--- src/rtl/express_onoff_pkg.sv ---
package express_onoff_pkg;

    typedef enum logic {
        GATE_ON  = 1'b0,
        GATE_OFF = 1'b1
    } gate_state_e;

    // free-slot threshold for a sender k hops away: token delay k plus 2k-1 in flight
    function automatic int unsigned dist_threshold(input int unsigned k);
        return 3 * k - 1;
    endfunction

endpackage

--- src/rtl/slot_counter.sv ---
module slot_counter #(
    parameter int unsigned POOL_SIZE = 16,
    parameter int unsigned CNT_W     = $clog2(POOL_SIZE + 1)
) (
    input  logic             clk,
    input  logic             rst_n,
    input  logic             take,
    input  logic             give,
    output logic [CNT_W-1:0] free_cnt
);
    localparam logic [CNT_W-1:0] FULL = CNT_W'(POOL_SIZE);

    logic [CNT_W-1:0] cnt_q;
    logic [CNT_W-1:0] cnt_d;

    always_comb begin
        cnt_d = cnt_q;
        if (take && !give) begin
            if (cnt_q != '0) cnt_d = cnt_q - 1'b1;
        end else if (give && !take) begin
            if (cnt_q != FULL) cnt_d = cnt_q + 1'b1;
        end
    end

    always_ff @(posedge clk) begin
        if (!rst_n) cnt_q <= FULL;
        else        cnt_q <= cnt_d;
    end

    assign free_cnt = cnt_q;

    assert_no_overflow_R3: assert property (@(posedge clk) disable iff (!rst_n)
        cnt_q <= FULL);

    assert_both_hold_R2: assert property (@(posedge clk) disable iff (!rst_n)
        (take && give) |=> (cnt_q == $past(cnt_q)));

    assert_step_down_R2: assert property (@(posedge clk) disable iff (!rst_n)
        (take && !give && cnt_q != '0) |=> (cnt_q == $past(cnt_q) - 1'b1));

endmodule

--- src/rtl/hop_gate.sv ---
module hop_gate
    import express_onoff_pkg::*;
#(
    parameter int unsigned CNT_W = 5,
    parameter int unsigned THR   = 2,
    parameter bit          GATED = 1'b1
) (
    input  logic             clk,
    input  logic             rst_n,
    input  logic [CNT_W-1:0] free_cnt,
    output logic             level_on,
    output logic             flip
);
    localparam logic [CNT_W-1:0] THR_V = CNT_W'(THR);

    gate_state_e state_q;
    gate_state_e state_d;
    logic        flip_q;

    // next-state decision
    always_comb begin
        state_d = state_q;
        unique case (state_q)
            GATE_ON:  if (GATED && (free_cnt < THR_V))  state_d = GATE_OFF; // stop
            GATE_OFF: if (!GATED || (free_cnt > THR_V)) state_d = GATE_ON;  // start
            default:  state_d = GATE_ON;
        endcase
    end

    // state register
    always_ff @(posedge clk) begin
        if (!rst_n) state_q <= GATE_ON;
        else        state_q <= state_d;
    end

    // output register: pulse marks the edge that changed the state
    always_ff @(posedge clk) begin
        if (!rst_n) flip_q <= 1'b0;
        else        flip_q <= (state_d != state_q);
    end

    assign level_on = (state_q == GATE_ON);
    assign flip     = flip_q;

    assert_stop_below_R5: assert property (@(posedge clk) disable iff (!rst_n)
        $fell(level_on) |-> ($past(free_cnt) < THR_V));

    assert_start_above_R6: assert property (@(posedge clk) disable iff (!rst_n)
        $rose(level_on) |-> ($past(free_cnt) > THR_V));

    assert_pulse_on_change_R7: assert property (@(posedge clk) disable iff (!rst_n)
        flip |-> (level_on != $past(level_on)));

    assert_change_has_pulse_R7: assert property (@(posedge clk) disable iff (!rst_n)
        (level_on != $past(level_on)) |-> flip);

    generate
        if (!GATED) begin : g_free_run
            assert_ungated_on_R8: assert property (@(posedge clk) disable iff (!rst_n)
                level_on && !flip);
        end
    endgenerate

endmodule

--- src/rtl/express_onoff_ctrl.sv ---
module express_onoff_ctrl
    import express_onoff_pkg::*;
#(
    parameter int unsigned POOL_SIZE = 16,
    parameter int unsigned LMAX      = 4,
    parameter bit          HYBRID    = 1'b0,
    parameter int unsigned SHORT_MAX = 3
) (
    input  logic            clk,
    input  logic            rst_n,
    input  logic            buf_alloc,
    input  logic            buf_release,
    output logic [LMAX-1:0] path_on,
    output logic [LMAX-1:0] path_flip
);
    localparam int unsigned CNT_W = $clog2(POOL_SIZE + 1);

    logic [CNT_W-1:0] free_cnt;

    slot_counter #(
        .POOL_SIZE (POOL_SIZE),
        .CNT_W     (CNT_W)
    ) u_pool (
        .clk      (clk),
        .rst_n    (rst_n),
        .take     (buf_alloc),
        .give     (buf_release),
        .free_cnt (free_cnt)
    );

    generate
        for (genvar k = 1; k <= LMAX; k++) begin : g_dist
            localparam bit GATE_THIS = !HYBRID || (k <= SHORT_MAX);
            hop_gate #(
                .CNT_W (CNT_W),
                .THR   (dist_threshold(k)),
                .GATED (GATE_THIS)
            ) u_gate (
                .clk      (clk),
                .rst_n    (rst_n),
                .free_cnt (free_cnt),
                .level_on (path_on[k-1]),
                .flip     (path_flip[k-1])
            );
        end
    endgenerate

    assert_reset_state_R1: assert property (@(posedge clk)
        !rst_n |=> (path_on == '1 && path_flip == '0));

endmodule

--- config.mk ---
export PLATFORM = sky130hd
export DESIGN_NAME = express_onoff_ctrl
export DESIGN_NICKNAME = d
export VERILOG_FILES = /design/src/rtl/express_onoff_pkg.sv /design/src/rtl/slot_counter.sv /design/src/rtl/hop_gate.sv /design/src/rtl/express_onoff_ctrl.sv
export SDC_FILE = /design/constraint.sdc
export NUM_CORES = 1
export LEC_CHECK = 0
export BUFFER_PORTS_ARGS = -buffer_cell sky130_fd_sc_hd__buf_2
export CAP_MARGIN = 0
export CORE_MARGIN = 2
export CORE_UTILIZATION = 45
export DETAILED_ROUTE_END_ITERATION = 8
export PLACE_DENSITY = 0.76
export SETUP_SLACK_MARGIN = 0.02
export SLEW_MARGIN = 20
export SYNTH_ARGS = -nofsm -noshare
export SYNTH_HDL_FRONTEND = slang
export SYNTH_HIERARCHICAL = 1
export SYNTH_SLANG_ARGS = --single-unit
--- constraint.sdc ---
create_clock -name clk -period 2.45 [get_ports clk]
set_clock_uncertainty 0.2 [all_clocks]
set_input_delay 0.49 -clock clk [delete_from_list [all_inputs] [get_ports clk]]
set_output_delay 0.49 -clock clk [all_outputs]
set_load 0.1 [all_outputs]
==> flow_summary.ini <==
[status]
status = complete, no violations

[global_route]
grt_pass1_wl_um = 2410
met1_usage_pct = 20.4
antenna_found_initial = 0
grt_pass1_vias = 566
busiest_layer = met2
grt_use_met3_pct = 3.53
grt-ovfl-total = 0
grt_use_total_pct = 15.6
use_met2_pct = 24.7
grt_max_degree = 17

[cts]
cts_root_buf = clkbuf_4
cts_made_buffers = 3
hold_buffers = 0
cts_tree = yes
cts_resized = 0
clockBufferDepth = 2
cts_max_level = 1
cts.sinks = 13
clk_pin_slew_worst_paths_ns = 0.08
clock_latency_ns = 0.27
cts_setup_buffers = 0

[floorplanning]
die-area_um2 = 2130
fp.dieW_um = 46.2
ios = 12
die_h_um = 46.2
core_area_um2 = 1710
rows = 15
start_util_pct = 46.9

[drt]
wirelength_um = 1480
detail_route.wl_per_cell_um = 11.8
drt_first_pass_iters = 4
vias = 651
drc = 0
final_antenna_net_count = 0
drt-initial-drc-count = 11
vias_per_cell = 5.21

[pwr]
power_density_nw_per_um2 = 786
power.leakage_uw = 0.000376
p_total_uw = 718
max-vdd-ir-drop_v = 0.000419

[yosys]
synth.distinct_cells = 40
synth_top_area_share_pct = 32.5
syn_nets = 92
ys_top_cells_by_area = dfxtp_1 33%, ha_1 6.3%, a211oi_2 4.7%
synth-seq-area-share_pct = 32.5
ys_warn_count = 6
synth_edf_count = 0
synth_cells = 84
synth_area_um2 = 801
ys_ff_latch = 13
yosys.area.top_type = dfxtp_1
ys.flop_type = dfxtp_1
async_reset_ff_share_pct = 0
avgSynthCellArea_um2 = 9.53

[worst_setup_path]
worstReg2RegStart = u_pool/free_cnt[3]
rr_worst_depth = 6
required_ns = 2.41
start_kind = input pin
end_kind = flop
crit_family = compound AO/OA/AOI/OAI gates
cpMostUsedCell = ha_1
arrival_ns = 2.11
path_max_fanout = 4
critPathBufInv = 1
crit_chain = buf_2, ha_1, xor2_1, ha_1, a21o_1, o21ai_1, nand3b_1, a31oi_1, mux2_1
r2r_end = u_pool/free_cnt[4]
crit_slowest_cell = mux2_1
cpPeakStageDelay_ns = 0.33
worst-setup-path-type = input pin to flop
ff2ff_setup_slack_ns = 0.39

[sta]
slew_viol_final = 0
hold_violations = 0
clock.fmax_mhz = 465
fin_setup_tns_ns = 0
worst_slew_pin_slew_ns = 0.561
period_share_pct = 87.8
rsz0062_at_grt = false
hold_slack_ns = 0.276
setup_violations = 0
relSlewSlack_pct = 62.5
period_minus_slack_ns = 2.15

[placement]
place_congestion = 0.806
dp_hpwl_um = 1050
numPortBuffers = 11

[finish]
insertedDiodeCount = 0
mostFrequentLayoutCell = dfxtp_1
fillers = 159
final_cell_mix = 13 x dfxtp_1, 11 x buf_2, 8 x nand2_1
final_nets = 109
final_core_util_pct = 53.5
drive_above_1_share_pct = 30.0
area_growth_pct = 14.1

[min_path]
hold_path.class = flop to flop
whs_path_depth = 2
min_from = g_dist[2].u_gate/state_q
worstHoldEndpoint = g_dist[2].u_gate/flip

[job]
drv_cap = 0
==> where the power goes <==
group	total (uW)	internal, uW	switching [uW]	leakage, uW
clock	131	63.0	68.3	0.0000150
combinational	289	109	180	0.000256
sequential	297	240	57.2	0.000106
total	718	412	305	0.000376
==> through the flow <==
stage,instances,setup WS [ns],instance area (um^2)
floorplan,84,0.118,801
global placement,121,0.0993,887
detailed placement,121,0.0165,887
CTS,125,0.314,913
global route,125,0.191,913
finish,125,0.299,913
==> Yosys cell counts (2+ instances only) <==
library cell	instances
xnor2_1	2
inv_2	2
ha_1	4
nand2b_1	4
nand3b_1	2
a211oi_2	3
o21ai_0	3
and2_1	2
nand4_1	3
xor2_1	3
dfxtp_1	13
inv_1	6
buf_6	2
nand2_1	8
a31oi_1	2
==> final cells by class <==
class | count | area (um^2) | share of cell area [%]
clock buffers | 4 | 26.3 | 2.88
flip-flops and latches | 13 | 260 | 28.5
well taps | 25 | 31.3 | 3.42
inverters | 8 | 30.0 | 3.29
repair buffers | 14 | 77.6 | 8.49
multi-input cells | 61 | 488 | 53.4
==> logic make-up after synthesis <==
| logic type | Yosys count | share of synthesized area [%] |
|---|---|---|
| XOR/XNOR | 6 | 7.50 |
| flip-flops | 13 | 32.5 |
| AO/OA/AOI/OAI | 21 | 22.0 |
| AND/OR/NAND/NOR | 29 | 23.7 |
| adder cells (fa/ha/maj) | 4 | 6.25 |
| multiplexers | 1 | 1.41 |
| buffers and inverters | 10 | 6.56 |
==> state kept, by name, indices dropped and copies added (netlist names) <==
name                   count
u_pool/free_cnt            5
g_dist.u_gate/flip         4
g_dist.u_gate/state_q      4
==> worst max-delay path by stage <==
stage | startpoint | end | slack (ns) | cells after the start
final | buf_alloc | u_pool/free_cnt[4] | 0.30 | 9
after global routing | buf_alloc | u_pool/free_cnt[4] | 0.19 | 9
after CTS | buf_alloc | u_pool/free_cnt[4] | 0.31 | 9
after detailed placement | buf_alloc | u_pool/free_cnt[4] | 0.02 | 9
after global placement | buf_alloc | u_pool/free_cnt[4] | 0.1 | 9
after floorplan | buf_release | u_pool/free_cnt[4] | 0.12 | 10
==> routing by layer <==
metal,up-vias,wire length (um)
li1,336,-
met1,304,717
met2,11,722
met3,0,37
met4,0,0
met5,-,0
==> worst reg2reg max path, stage by stage, from the launching register on <==
cell and delay (ns):
dfxtp_1 0.63, ha_1 0.36, o21ai_0 0.11, nor2_1 0.06, o21ai_0 0.18, a31oi_1 0.11
mux2_1 0.31
Power figures use the tool's default switching activity.
